File: src/rtl/avmux_pkg.sv
package avmux_pkg;
  typedef enum logic [1:0] {
    MODE_PC  = 2'b00,
    MODE_SD  = 2'b01,
    MODE_HD  = 2'b10,
    MODE_HDX = 2'b11
  } tmode_e;

  typedef enum logic [1:0] {
    LK_FULL  = 2'b00,
    LK_PART  = 2'b01,
    LK_NONE  = 2'b10,
    LK_NONEX = 2'b11
  } lkind_e;

  typedef enum logic [1:0] {
    SS_BLANK = 2'b00,
    SS_LOW   = 2'b01,
    SS_HIGH  = 2'b10,
    SS_RSV   = 2'b11
  } sstate_e;

  localparam int NUM_CH = 3;
endpackage

File: src/rtl/avmux_route.sv
module avmux_route
  import avmux_pkg::*;
(
  input  logic [1:0] timing_mode,
  input  logic [1:0] line_kind,
  input  logic       in_active,
  input  logic       pass_en,
  output logic       use_video
);
  always_comb begin
    if (timing_mode == MODE_PC) begin
      use_video = 1'b1;
    end else begin
      case (line_kind)
        LK_FULL: use_video = in_active;
        LK_PART: use_video = in_active & pass_en;
        default: use_video = 1'b0;
      endcase
    end
  end
endmodule

File: src/rtl/avmux_level.sv
module avmux_level
  import avmux_pkg::*;
#(
  parameter int W = 11
) (
  input  logic [1:0]   sync_state,
  input  logic [W-1:0] lvl_blank,
  input  logic [W-1:0] lvl_low,
  input  logic [W-1:0] lvl_high,
  output logic [W-1:0] level
);
  always_comb begin
    case (sync_state)
      SS_LOW:  level = lvl_low;
      SS_HIGH: level = lvl_high;
      default: level = lvl_blank;
    endcase
  end
endmodule

File: src/rtl/avmux_satadd.sv
module avmux_satadd #(
  parameter int W = 11
) (
  input  logic [W-1:0] a,
  input  logic [W-1:0] off,
  input  logic         en,
  output logic [W-1:0] y
);
  logic [W:0] sum;

  always_comb begin
    sum = {1'b0, a} + (en ? {1'b0, off} : '0);
    y   = sum[W] ? {W{1'b1}} : sum[W-1:0];
  end
endmodule

File: src/rtl/avmux_top.sv
module avmux_top
  import avmux_pkg::*;
#(
  parameter int          W        = 11,
  parameter logic [10:0] HEADROOM = 11'd400
) (
  input  logic         clk,
  input  logic         rst,
  input  logic [1:0]   timing_mode,
  input  logic [1:0]   line_kind,
  input  logic         in_active,
  input  logic         pass_en,
  input  logic         rgb_mode,
  input  logic [1:0]   sync_state,
  input  logic [W-1:0] vid_ch0,
  input  logic [W-1:0] vid_ch1,
  input  logic [W-1:0] vid_ch2,
  input  logic [W-1:0] luma_blank,
  input  logic [W-1:0] luma_sync_lo,
  input  logic [W-1:0] luma_sync_hi,
  input  logic [W-1:0] chroma_blank,
  input  logic [W-1:0] chroma_sync_lo,
  input  logic [W-1:0] chroma_sync_hi,
  output logic [W-1:0] dac_ch0,
  output logic [W-1:0] dac_ch1,
  output logic [W-1:0] dac_ch2
);
  localparam logic [W-1:0] OFF_CODE = W'(HEADROOM);

  logic           use_video;
  logic [W-1:0]   vid   [NUM_CH];
  logic [W-1:0]   lvl   [NUM_CH];
  logic [W-1:0]   pick  [NUM_CH];
  logic [W-1:0]   shift [NUM_CH];
  logic [W-1:0]   dac_q [NUM_CH];

  assign vid[0] = vid_ch0;
  assign vid[1] = vid_ch1;
  assign vid[2] = vid_ch2;

  avmux_route u_route (
    .timing_mode (timing_mode),
    .line_kind   (line_kind),
    .in_active   (in_active),
    .pass_en     (pass_en),
    .use_video   (use_video)
  );

  for (genvar c = 0; c < NUM_CH; c++) begin : g_ch
    if (c == 0) begin : g_luma
      avmux_level #(.W(W)) u_level (
        .sync_state (sync_state),
        .lvl_blank  (luma_blank),
        .lvl_low    (luma_sync_lo),
        .lvl_high   (luma_sync_hi),
        .level      (lvl[c])
      );
    end else begin : g_chroma
      avmux_level #(.W(W)) u_level (
        .sync_state (sync_state),
        .lvl_blank  (chroma_blank),
        .lvl_low    (chroma_sync_lo),
        .lvl_high   (chroma_sync_hi),
        .level      (lvl[c])
      );
    end

    assign pick[c] = use_video ? vid[c] : lvl[c];

    avmux_satadd #(.W(W)) u_add (
      .a   (pick[c]),
      .off (OFF_CODE),
      .en  ((c == 0) ? 1'b1 : rgb_mode),
      .y   (shift[c])
    );

    always_ff @(posedge clk) begin
      if (rst) dac_q[c] <= '0;
      else     dac_q[c] <= shift[c];
    end
  end

  assign dac_ch0 = dac_q[0];
  assign dac_ch1 = dac_q[1];
  assign dac_ch2 = dac_q[2];
endmodule

File: config.mk
export PLATFORM = sky130hd
export DESIGN_NAME = avmux_top
export DESIGN_NICKNAME = d
export VERILOG_FILES = /design/src/rtl/avmux_pkg.sv /design/src/rtl/avmux_route.sv /design/src/rtl/avmux_level.sv /design/src/rtl/avmux_satadd.sv /design/src/rtl/avmux_top.sv
export SDC_FILE = /design/constraint.sdc
export NUM_CORES = 1
export LEC_CHECK = 0
export ABC_AREA = 1
export BUFFER_PORTS_ARGS = -buffer_cell sky130_fd_sc_hd__buf_4
export CAP_MARGIN = 20
export CORE_AREA = 8 8 86 88
export DETAILED_ROUTE_END_ITERATION = 7
export DIE_AREA = 0 0 94 96
export MAX_ROUTING_LAYER = met4
export PLACE_DENSITY = 0.79
export SLEW_MARGIN = 20
export SYNTH_ARGS = -nofsm -noshare
export SYNTH_HDL_FRONTEND = slang
export SYNTH_SLANG_ARGS = --single-unit
File: constraint.sdc
create_clock -name clk -period 3.2 [get_ports clk]
set_input_delay 0.32 -clock clk [delete_from_list [all_inputs] [get_ports clk]]
set_output_delay 0.32 -clock clk [all_outputs]
set_load 0.005 [all_outputs]
==> results list, run 1 <==
* Result of the run: finished clean
* Largest registers: dac_q: 33 flops
- Grt total ovfl: 0
* Transition at the pin with the smallest max-transition slack: between 0.7 and 0.8 ns
- The number of antenna violations at the first check in global routing is 0.
* Top register by number of flip-flops: dac_q
- Critical Path AT: about 2.7 ns
* DP Wirelength: 7.55 mm
- Number of global-route vias before repair: around 3,200
- Routability Congestion: ~0.89
- Synthesis warning total: 0
* Hold violation total from the final report: 0
- N_diodes: 0
- The routed design could run at a clock period as short as 2.46 ns.
* Sequential cell area in the final layout: 661 µm²
- In this run the number of H-tree levels came out at 2.
- Fmax: 0.407 GHz
* Buffers on Ports: roughly 140
- Entering global routing, the biggest net connects 31 pins.
- Counting instances, the worst hold path has a depth of 2.
- Clock tree from TritonCTS: yes
- Hold buffers post-CTS: 0
- Clk sink count: 33
- Worst-case vdd ir drop: around 0.22 mV
* Setup repair bufs after CTS: 0
* Worst Path Required: around 3.4 ns
* Root buf cell: clkbuf_8
* Flop and latch count out of synthesis: 33
- GRT Overall Usage: a little over a fifth
- Number of vias after detailed routing: 3,224
- The first detailed-routing pass took 4 iterations.
- After detailed routing, the number of vias per cell comes to around 4.9.
* Die outline area: approximately 9000 µm²
* Clock-pin slew reported for the worst setup and hold paths after clock tree synthesis: around 0.08 ns
- Relative to the synthesized area, the layout overhead comes to 45.0%.
- Along the worst path, the maximum fanout reaches 16.
* Std cell rows: 29
- Synth Cell Area: 2620 µm²
- Leak pwr: about 2.3 nW
- Clock tree synthesis inserted a total of 5 buffers.
* Total Nets Final: 701
- Area taken by multi-input logic gates: about 1600 µm²
* Number of flip-flops under the largest register name: 33
* Fill count: 629
- Synthesis produced a netlist with a net count of between 500 and 600.
- Worst Min Path Start: rst
- In this run the tightest slew margin relative to its limit is between 50% and 60%.
- Setup repair after global routing left no endpoint under its margin.
- The post-route netlist has 30.5% of its cells at a drive strength greater than 1.
* Number of setup violations in the final report: 0
- Resize count post-CTS: 0
- After layout, the worst path uses between 70% and 80% of the clock period.
- The first global-routing pass estimated about 15 mm of wire.
* Count of max-cap constraint violations: 0
- Cell count after synthesis: 443
- For this design the ratio of total power to cell area is 378 nW/µm².
* Critical path startpoint: sync_state[0]
- Average cell area after synthesis: 5.91 µm²
- The detailed router finished its first iteration with between 150 and 200 violations.
- For this run, design rule violations remaining after detail routing come to 0.
- CP Launch Type: input pin
- Measured along the y axis, the die boundary spans 96 µm.
* Sequential share of the synthesized area: about a quarter
* Total detailed-routing wirelength: 9.19 mm
- Counting along the longest clock path gives a buffer depth of 2.
- The tightest min-delay check is of the in -> reg type.
- The core region is 6100 µm².
- Count of cell types in the netlist: 32
- After detailed routing, the average wire length per cell comes to roughly 14 µm.
* Max-slew violation total from the final report: 0
- Once the floorplan was initialized, standard cells occupied between 40% and 50% of the core.
* Setup TNS: 0 ns
- Overall die width: 94 µm
- After layout, the design draws a total of around 1.4 mW.
* Final ANT Viol Nets: 0
- Crit. End Element: flop
- Startpoint-to-endpoint class of the critical path: in -> reg
- Hold endpoint: dac_q[2][7]
- IO Pins: 143
-- layer usage --
layer  track usage (%)  share of wire (%)
met1              23.8                 42
met2              36.5                 48
met3              5.23                9.0
met4              6.87                1.3
met5                 -                  0
-- per-stage QoR --
| stage | hold slack (ns) | instances | area, µm² | setup WS, ns | util (%) |
|---|---|---|---|---|---|
| 4_1_cts | 0.292 | 658 | 3800 | 0.761 | 62.3 |
| 6_report | 0.297 | 658 | 3800 | 0.741 | 62.3 |
| 2_1_floorplan | 0.507 | 443 | 2620 | 0.724 | - |
| 3_5_place_dp | 0.607 | 650 | 3710 | 0.458 | 60.9 |
| 3_3_place_gp | 0.603 | 650 | 3710 | 0.519 | 60.9 |
| 5_1_grt | 0.293 | 658 | 3800 | 0.443 | 62.3 |
-- critical path: stages --
cell and delay [ns]:
buf_4 0.09, inv_1 0.03, ha_1 0.59, buf_4 0.23, inv_4 0.04, nor2_1 0.09, a31oi_1 0.04, nor2_1 0.13
nor2_1 0.06, ha_1 0.20, a21oi_1 0.34, inv_1 0.10, nand2_2 0.17, nand3_1 0.11, nand2_1 0.07, inv_1 0.04
-- Yosys cell counts (all sizes together) --
library cell / instances / area, µm²
nand2: 182 / 703
inv: 61 / 231
nor2: 45 / 191
nand3: 35 / 220
dfxtp: 33 / 661
a21oi: 21 / 109
buf: 13 / 96.3
o21ai: 13 / 65.1
ha: 11 / 138
a22o: 8 / 70.1
clkbuf: 5 / 18.8
or2: 5 / 31.3
a211oi: 2 / 15.0
nand3b: 2 / 15.0
nand4: 2 / 12.5
xor2: 2 / 17.5
a31oi: 1 / 6.26
o211ai: 1 / 7.51
xnor2: 1 / 8.76
-- worst max-delay path by stage --
stage	to	slack [ns]	depth (start not counted)
final	dac_q[2][8]	0.74	16
after global routing	dac_q[2][8]	0.44	13
after CTS	dac_q[2][2]	0.76	16
after detailed placement	dac_q[1][8]	0.46	16
after global placement	dac_q[1][2]	0.52	16
after floorplan	dac_q[1][7]	0.72	14
-- report_power, final --
group	internal [mW]	switching, mW	leakage, nW	total (mW)
sequential	0.469	0.0174	0.276	0.487
clock	0.150	0.168	0.0439	0.318
combinational	0.299	0.332	1.96	0.630
-- cell families (layout without fill, tap and decap cells) --
kind of cell / count (synthesis) / in the layout / share of synthesized area, %
fa+ha+maj: 11 / 11 / 5.26
flops: 33 / 33 / 25.2
buf+inv: 79 / 217 / 13.2
xor+xnor: 3 / 3 / 1.00
simple gates: 271 / 271 / 44.8
compound gates: 46 / 46 / 10.4
-- placed cells by master, fill, tap and decap left out, types with 2 or more instances in the layout --
master,synthesis,layout
nand2_2,5,5
ha_1,11,11
nor2_1,40,40
clkinv_2,0,2
xor2_1,2,2
a21oi_1,20,20
nand3_2,4,4
inv_1,60,60
a22o_1,8,8
nand2_1,176,176
dfxtp_1,33,33
or2_2,2,2
or2_1,3,3
nand4_1,2,2
nor2_4,2,2
nand3_1,29,29
nor2_2,3,3
o21ai_0,12,12
clkbuf_8,0,5
a211oi_1,2,2
buf_4,3,148
nand3_4,2,2
nand3b_1,2,2
-- layout make-up --
type                       instances  share of cell area (%)
clock buffer                       5                    1.81
multi-input combinational        331                    42.4
timing repair buffer             148                    29.3
clock inverter                     3                   0.461
tap                               77                    2.54
inverter                          61                    6.10
sequential                        33                    17.4
(Power assumes the default switching activity.)
==> inputs of run 2 (changes only) <==
clock period = 2.3 ns   (was 3.2 ns; I/O delays follow)
==> results list, run 2 (synthesized netlist as in run 1, its figures left out) <==
- Global-route wire length before repair: 14.5 mm (-3.0%)
- Total detailed-routing wirelength: 9.09 mm (-1.2%)
- Buffers on Ports: 142 (unchanged)
- Number of flip-flops under the largest register name: 33 (unchanged)
- Largest net degree at the start of global routing: 28 (-9.7%)
- Fmax: a little under 0.5 GHz
* Avg WL per Cell: 13.5 µm (-3.6%)
* Transition at the pin with the smallest max-transition slack: 0.744 ns (+0.0264 ns)
- The flow ran to the end, and the final reports show no timing, DRC or antenna violations.
- The cell depth of the worst hold path was 2 (unchanged).
* Fill count: 572 (-9.1%)
* Finished Cell Area: 3950 µm² (+4.0%)
- Total Nets Final: 718 (+2.4%)
- The H-tree depth reported by CTS is 2 (unchanged).
- Area grow syn2layout: 50.8%
* Total power divided by cell area: 515 nW/µm² (+36%)
- Starting Density: 42.9% (unchanged)
- The count of inserted antenna diode cells is 0 (unchanged).
- Least setup slack across all paths after layout: 0.252 ns (-0.490 ns)
- The total grt overflow is 0 (unchanged).
- The core region area is 6100 µm² (unchanged).
* Buffers from clock root to sink, at most: 2 (unchanged)
- Unrepaired setup endpoints after global routing: no
- Clock-pin slew reported for the worst setup and hold paths after clock tree synthesis: 0.07 ns (about the same)
- In the finished design, the share of the clock period the worst path needs comes to between 80% and 90%.
- The post-placement cell area came to 3860 µm² (+4.0%).
* Hold endpoint: dac_q[0][8]
* Leak pwr: 2.36 nW (+3.7%)
* Hold buffers post-CTS: 0 (unchanged)
* Top register by number of flip-flops: dac_q
- Clk sink count: 33 (unchanged)
- The number of rows created at floorplan came to 29 (unchanged).
- The number of I/O pins was 143 (unchanged).
* Most frequent cells in the layout: nand2_1, buf_4, inv_1, nor2_1, dfxtp_1
* Number of setup violations in the final report: 0 (unchanged)
* Ratio of cells with drive above 1 in the final layout: 33.3% (+2.8 points)
- The count of TritonRoute iterations in the first routing pass was 4 (unchanged).
- The largest voltage drop on the vdd net is 0.401 mV (+83%).
- Worst Path Required: 2.49 ns (-0.90 ns)
* Overall die height: 96 µm (unchanged)
- The count of endpoints failing hold in the final timing report was 0 (unchanged).
- The initial DRC count was 150 (-0.66%).
- The top fanout value on the critical path is 13 (-3).
- The worst hold path begins at rst.
- Antenna violations before repair: 0 (unchanged)
* Min Tclk post-route: a little over 2 ns
- The number of max-capacitance violations reported is 0 (unchanged).
- Cell with the largest stage delay on the worst path: ha_2
- Max-slew violation total from the final report: 0 (unchanged)
- STA classifies the critical path startpoint as an input pin.
- Total DRC errors in the routed layout: 0 (unchanged)
- Number of global-route vias before repair: 3,224 (+0.69%)
- Number of vias after detailed routing: 3,219 (-0.16%)
- The worst setup path is captured at a flop.
- The register area is 661 µm² (unchanged).
* Die outline area: 9020 µm² (unchanged)
* Largest registers: dac_q: 33 flops
* Clock tree from TritonCTS: yes
- Startpoint-to-endpoint class of the critical path: in -> reg
- The stage delay of the slowest cell on the critical path came to 0.44 ns (-0.15 ns).
- DP Wirelength: 7.43 mm (-1.7%)
- Worst path cell trace: buf_4 > ha_2 > inv_4 > or2_2 > nand2_2 > nand2_4 > inv_1 > a21oi_1 > ha_1 > buf_4 > xor2_1 > nand3_1 > nand2_1 > inv_1
- The global router's overall resource usage is 20.8% (-0.54 points).
- Area taken by multi-input logic gates: 1620 µm² (+0.62%)
- Routed via count divided by cell count: 4.77 (-2.7%)
- Root buf cell: clkbuf_8
* Max-slew headroom: 50.3% (-1.8 points)
* Final Hold Slack: 0.215 ns (-0.0821 ns)
* Total clock buffers created by CTS: 5 (unchanged)
- Leaving out fill and tap cells, the most frequent cell in the layout is nand2_1.
- Hold crit path type: in -> reg
- Worst setup timing slack at the placement stage: -0.0530 ns (-0.511 ns)
- Final ANT Viol Nets: 0 (unchanged)
- The weighted congestion at the end of routability-driven global placement is 0.909 (+1.9%).
- The worst path arrival time was 2.24 ns (-0.41 ns).
- The width of the chip was 94 µm (unchanged).
[run 2: through the flow]
stage               power (mW)  std cells  TNS [ns]  utilization [%]
floorplan                 1.20        443         0                -
global placement          1.59        667    -0.192             63.3
detailed placement        1.61        667    -0.543             63.3
CTS                       2.05        675         0             64.7
global route              2.19        675         0             64.7
finish                    2.03        675         0             64.7
[run 2: how the worst max path moves through the flow]
| stage | slack [ns] | end | cells after the start | from |
|---|---|---|---|---|
| after floorplan | 0.01 | dac_q[1][10] | 19 | sync_state[0] |
| after global placement | -0.04 | dac_q[2][7] | 13 | sync_state[0] |
| after global routing | 0.04 | dac_q[1][10] | 17 | sync_state[1] |
| after detailed placement | -0.05 | dac_q[1][4] | 13 | sync_state[0] |
| final | 0.25 | dac_q[1][6] | 14 | sync_state[1] |
| after CTS | 0.19 | dac_q[1][6] | 15 | sync_state[0] |
[run 2: critical path, delay by kind of cell]
| family | cells | cell delay (ns) |
|---|---|---|
| AND/OR/NAND/NOR | 5 | 0.59 |
| adder cells (fa/ha/maj) | 2 | 0.69 |
| buffers and inverters | 5 | 0.51 |
| XOR/XNOR | 1 | 0.19 |
| AO/OA/AOI/OAI | 1 | 0.04 |
[run 2: cell type report]
| cell class | count | area share, % |
|---|---|---|
| clock buffers | 5 | 1.74 |
| clock inverters | 3 | 0.444 |
| inverters | 61 | 5.87 |
| multi-input cells | 331 | 41.1 |
| flip-flops and latches | 33 | 16.7 |
| well taps | 77 | 2.44 |
| repair buffers | 165 | 31.7 |
[run 2: timing repair]
item | CTS | global route
endpoints found under the setup margin | 0 | 3
gates resized for setup | 0 | 1
setup buffers | 0 | 0
[run 2: per-layer routing]
metal | GRT usage [%] | wire length (µm)
met3 | 4.60 | 777
met4 | 9.78 | 207
met2 | 36.1 | 4350
met1 | 22.0 | 3750
met5 | - | 0
[run 2: where the power goes]
group / switching, mW / internal (mW) / leakage, nW
sequential: 0.0230 / 0.653 / 0.276
clock: 0.226 / 0.209 / 0.0439
combinational: 0.468 / 0.456 / 2.04
==> inputs of run 3 (changes only) <==
CORE_AREA = 8 8 84 86   (was 8 8 86 88)
CTS_BUF_LIST = sky130_fd_sc_hd__clkbuf_4 sky130_fd_sc_hd__clkbuf_8   (was unset)
DIE_AREA = 0 0 92 94   (was 0 0 94 96)
PLACE_DENSITY = 0.82   (was 0.79)
==> results list, run 3 (synthesized netlist as in run 1, its figures left out) <==
- The number of flip-flops in the largest register came to 33 (unchanged).
- Die outline area: 8650 µm² (-4.2%)
* Top register by number of flip-flops: dac_q
- Ratio of cells with drive above 1 in the final layout: 32.7% (-0.62 points)
* Startpoint-to-endpoint class of the critical path: in -> reg
- Routed via count divided by cell count: 4.86 (+2.0%)
- The overall power of the completed layout came to 2.03 mW (-0.12%).
* Overall die width: 92 µm (-2.1%)
* Number of vias after detailed routing: 3,253 (+1.1%)
- Worst-case vdd ir drop: 0.298 mV (-26%)
* Number of global-route vias before repair: 3,352 (+4.0%)
- Std cell rows: 28 (-3.4%)
* CP Launch Type: input pin
- Worst Path Required: 2.49 ns (about the same)
- Fmax: 0.483 GHz (-1.1%)
- The initial DRC count was 180 (+20%).
- The number of buffers inserted for hold repair after clock tree synthesis is 0 (unchanged).
- The post-detailed-route count of antenna-violating nets was 0 (unchanged).
* Transition at the pin with the smallest max-transition slack: 0.695 ns (-0.0490 ns)
- The largest net degree at the start of global routing came to 24 (-14%).
* Share of power burned in combinational logic: 45.1% (-0.3 points)
- Resize count post-CTS: 0 (unchanged)
- Clock-pin slew reported for the worst setup and hold paths after clock tree synthesis: 0.07 ns (about the same)
* Root buf cell: clkbuf_8
- The number of nets at the end of the flow came to 714 (-0.56%).
- In this run the most critical hold path is launched from rst.
- The area growth from synthesis to layout is 48.9%.
* Count of max-cap constraint violations: 0 (unchanged)
* Crit. End Element: flop
- Cell depth of the worst setup path: 15 (+1)
- The switching share of power was 35.4% (+0.16 points).
- The number of I/O pins was 143 (unchanged).
- Setup repair after global routing left no endpoint under its margin.
- Maximum fanout count along the critical path: 7 (-6)
- Crit share post-route: 90.0% (+0.99 points)
* Largest registers: dac_q: 33 flops
- Total power divided by cell area: 521 nW/µm² (+1.1%)
* Internal Pwr Total: 1.31 mW (-0.37%)
- The slowest stage of the critical path belongs to the cell ha_1.
- The run finished with clean final reports.
- The H-tree depth reported by CTS was 2 (unchanged).
- The setup total negative slack is 0 ns (unchanged).
- Buffers from clock root to sink, at most: 2 (unchanged)
- Avg WL per Cell: 13.7 µm (+1.7%)
- Least setup slack across all paths after layout: 0.229 ns (-0.0228 ns)
- The post-detailed-placement half-perimeter wirelength is 7.57 mm (+1.9%).
- Hold endpoint: dac_q[0][1]
- Leaving out fill and tap cells, the most frequent cell in the layout is nand2_1.
- Global-route wire length before repair: 15.1 mm (+4.0%)
- Min Tclk post-route: 2.07 ns (+0.0228 ns)
- Routability Congestion: 0.905 (-0.46%)
* Sequential share of power: 33.3% (about the same)
- The effective utilization at floorplan was 45.6% (+2.6 points).
- The count of fill cells added during filler insertion came to 544 (-4.9%).
* Antenna violations before repair: 0 (unchanged)
- The portion of total power attributed to the clock network came to 21.6% (+0.3 points).
- Grt total ovfl: 0 (unchanged)
- Among cell families on the critical path, the largest total delay comes from adder cells.
* Clock tree from TritonCTS: yes
- The number of endpoints failing setup at the final stage is 0 (unchanged).
- The core region area is 5750 µm² (-5.7%).
* N_diodes: 0 (unchanged)
- GRT Overall Usage: 21.9% (+1.1 points)
- The count of endpoints failing hold in the final timing report came to 0 (unchanged).
* Worst path cell trace: buf_4 > inv_1 > ha_1 > a21oi_1 > a211oi_1 > nor2_1 > ha_1 > ha_1 > nand2_1 > nand3b_1 > nand2_1 > nand3_1 > nand3_1 > nand2_1 > inv_1
* Most frequent cells in the layout: nand2_1, buf_4, inv_1, nor2_1, dfxtp_1
- WP buf/inv: 3 (-2)
- The number of sinks handled by clock tree synthesis came to 33 (unchanged).
- Worst setup timing slack at the placement stage: -0.0642 ns (-0.0112 ns)
* Total DRC errors in the routed layout: 0 (unchanged)
* Total clock buffers created by CTS: 5 (unchanged)
- Switching power: 719 µW (+0.33%)
* Overall die height: 94 µm (-2.1%)
- Hold Crit Depth: 2 (unchanged)
- Hold crit path type: in -> reg
* Total detailed-routing wirelength: 9.16 mm (+0.80%)
- The stage delay of the slowest cell on the critical path is 0.47 ns (+0.03 ns).
- Max-slew headroom: 53.6% (+3.3 points)
- The number of buffers inserted by port buffering is 142 (unchanged).
* Setup repair bufs after CTS: 0 (unchanged)
- Max-slew violation total from the final report: 0 (unchanged)
* Leak pwr: 2.34 nW (-0.98%)
* Number of detailed-route iterations in the first pass: 4 (unchanged)
* Critical Path AT: 2.26 ns (+0.02 ns)
==> run 3: metal layers <==
| metal | vias up | track usage, % | part of all wire [%] |
|---|---|---|---|
| met3 | 20 | 5.44 | 8.7 |
| li1 | 1663 | - | - |
| met2 | 133 | 38.5 | 48 |
| met5 | - | - | 0 |
| met4 | 0 | 9.13 | 2.9 |
| met1 | 1437 | 23.0 | 40 |
==> run 3: final cells by class <==
cell class	count	area [µm²]	share of cell area (%)
clock buffer	5	68.8	1.77
clock inverter	3	17.5	0.449
inverter	61	231	5.94
multi-input combinational	331	1620	41.5
sequential	33	661	16.9
tap	75	93.8	2.41
timing repair buffer	161	1210	31.0
==> run 3: per-stage QoR <==
stage               area (µm²)  cells  util (%)  hold WS (ns)
global placement          3810    661      66.4         0.517
floorplan                 2630    443         -         0.417
CTS                       3900    669      67.9         0.211
detailed placement        3810    661      66.4         0.518
finish                    3900    669      67.9         0.217
global route              3900    669      67.9         0.217
==> run 3: power groups by stage <==
| stage | Clock, mW | Combinational [mW] | Sequential [mW] |
|---|---|---|---|
| final | 0.438 | 0.916 | 0.677 |
| after global routing | 0.475 | 1.03 | 0.684 |
| after CTS | 0.447 | 0.918 | 0.677 |
| after detailed placement | 0 | 0.913 | 0.690 |
| after global placement | 0 | 0.892 | 0.689 |
| after floorplan | 0 | 0.502 | 0.698 |
==> run 3: worst max-delay path by stage <==
stage / startpoint / endpoint / slack, ns
final: sync_state[0] / dac_q[1][8] / 0.23
after global routing: sync_state[0] / dac_q[1][10] / 0.003
after CTS: sync_state[0] / dac_q[1][8] / 0.25
after detailed placement: sync_state[0] / dac_q[1][8] / -0.06
after global placement: sync_state[0] / dac_q[1][8] / 0.005
after floorplan: sync_state[0] / dac_q[1][10] / 0.01
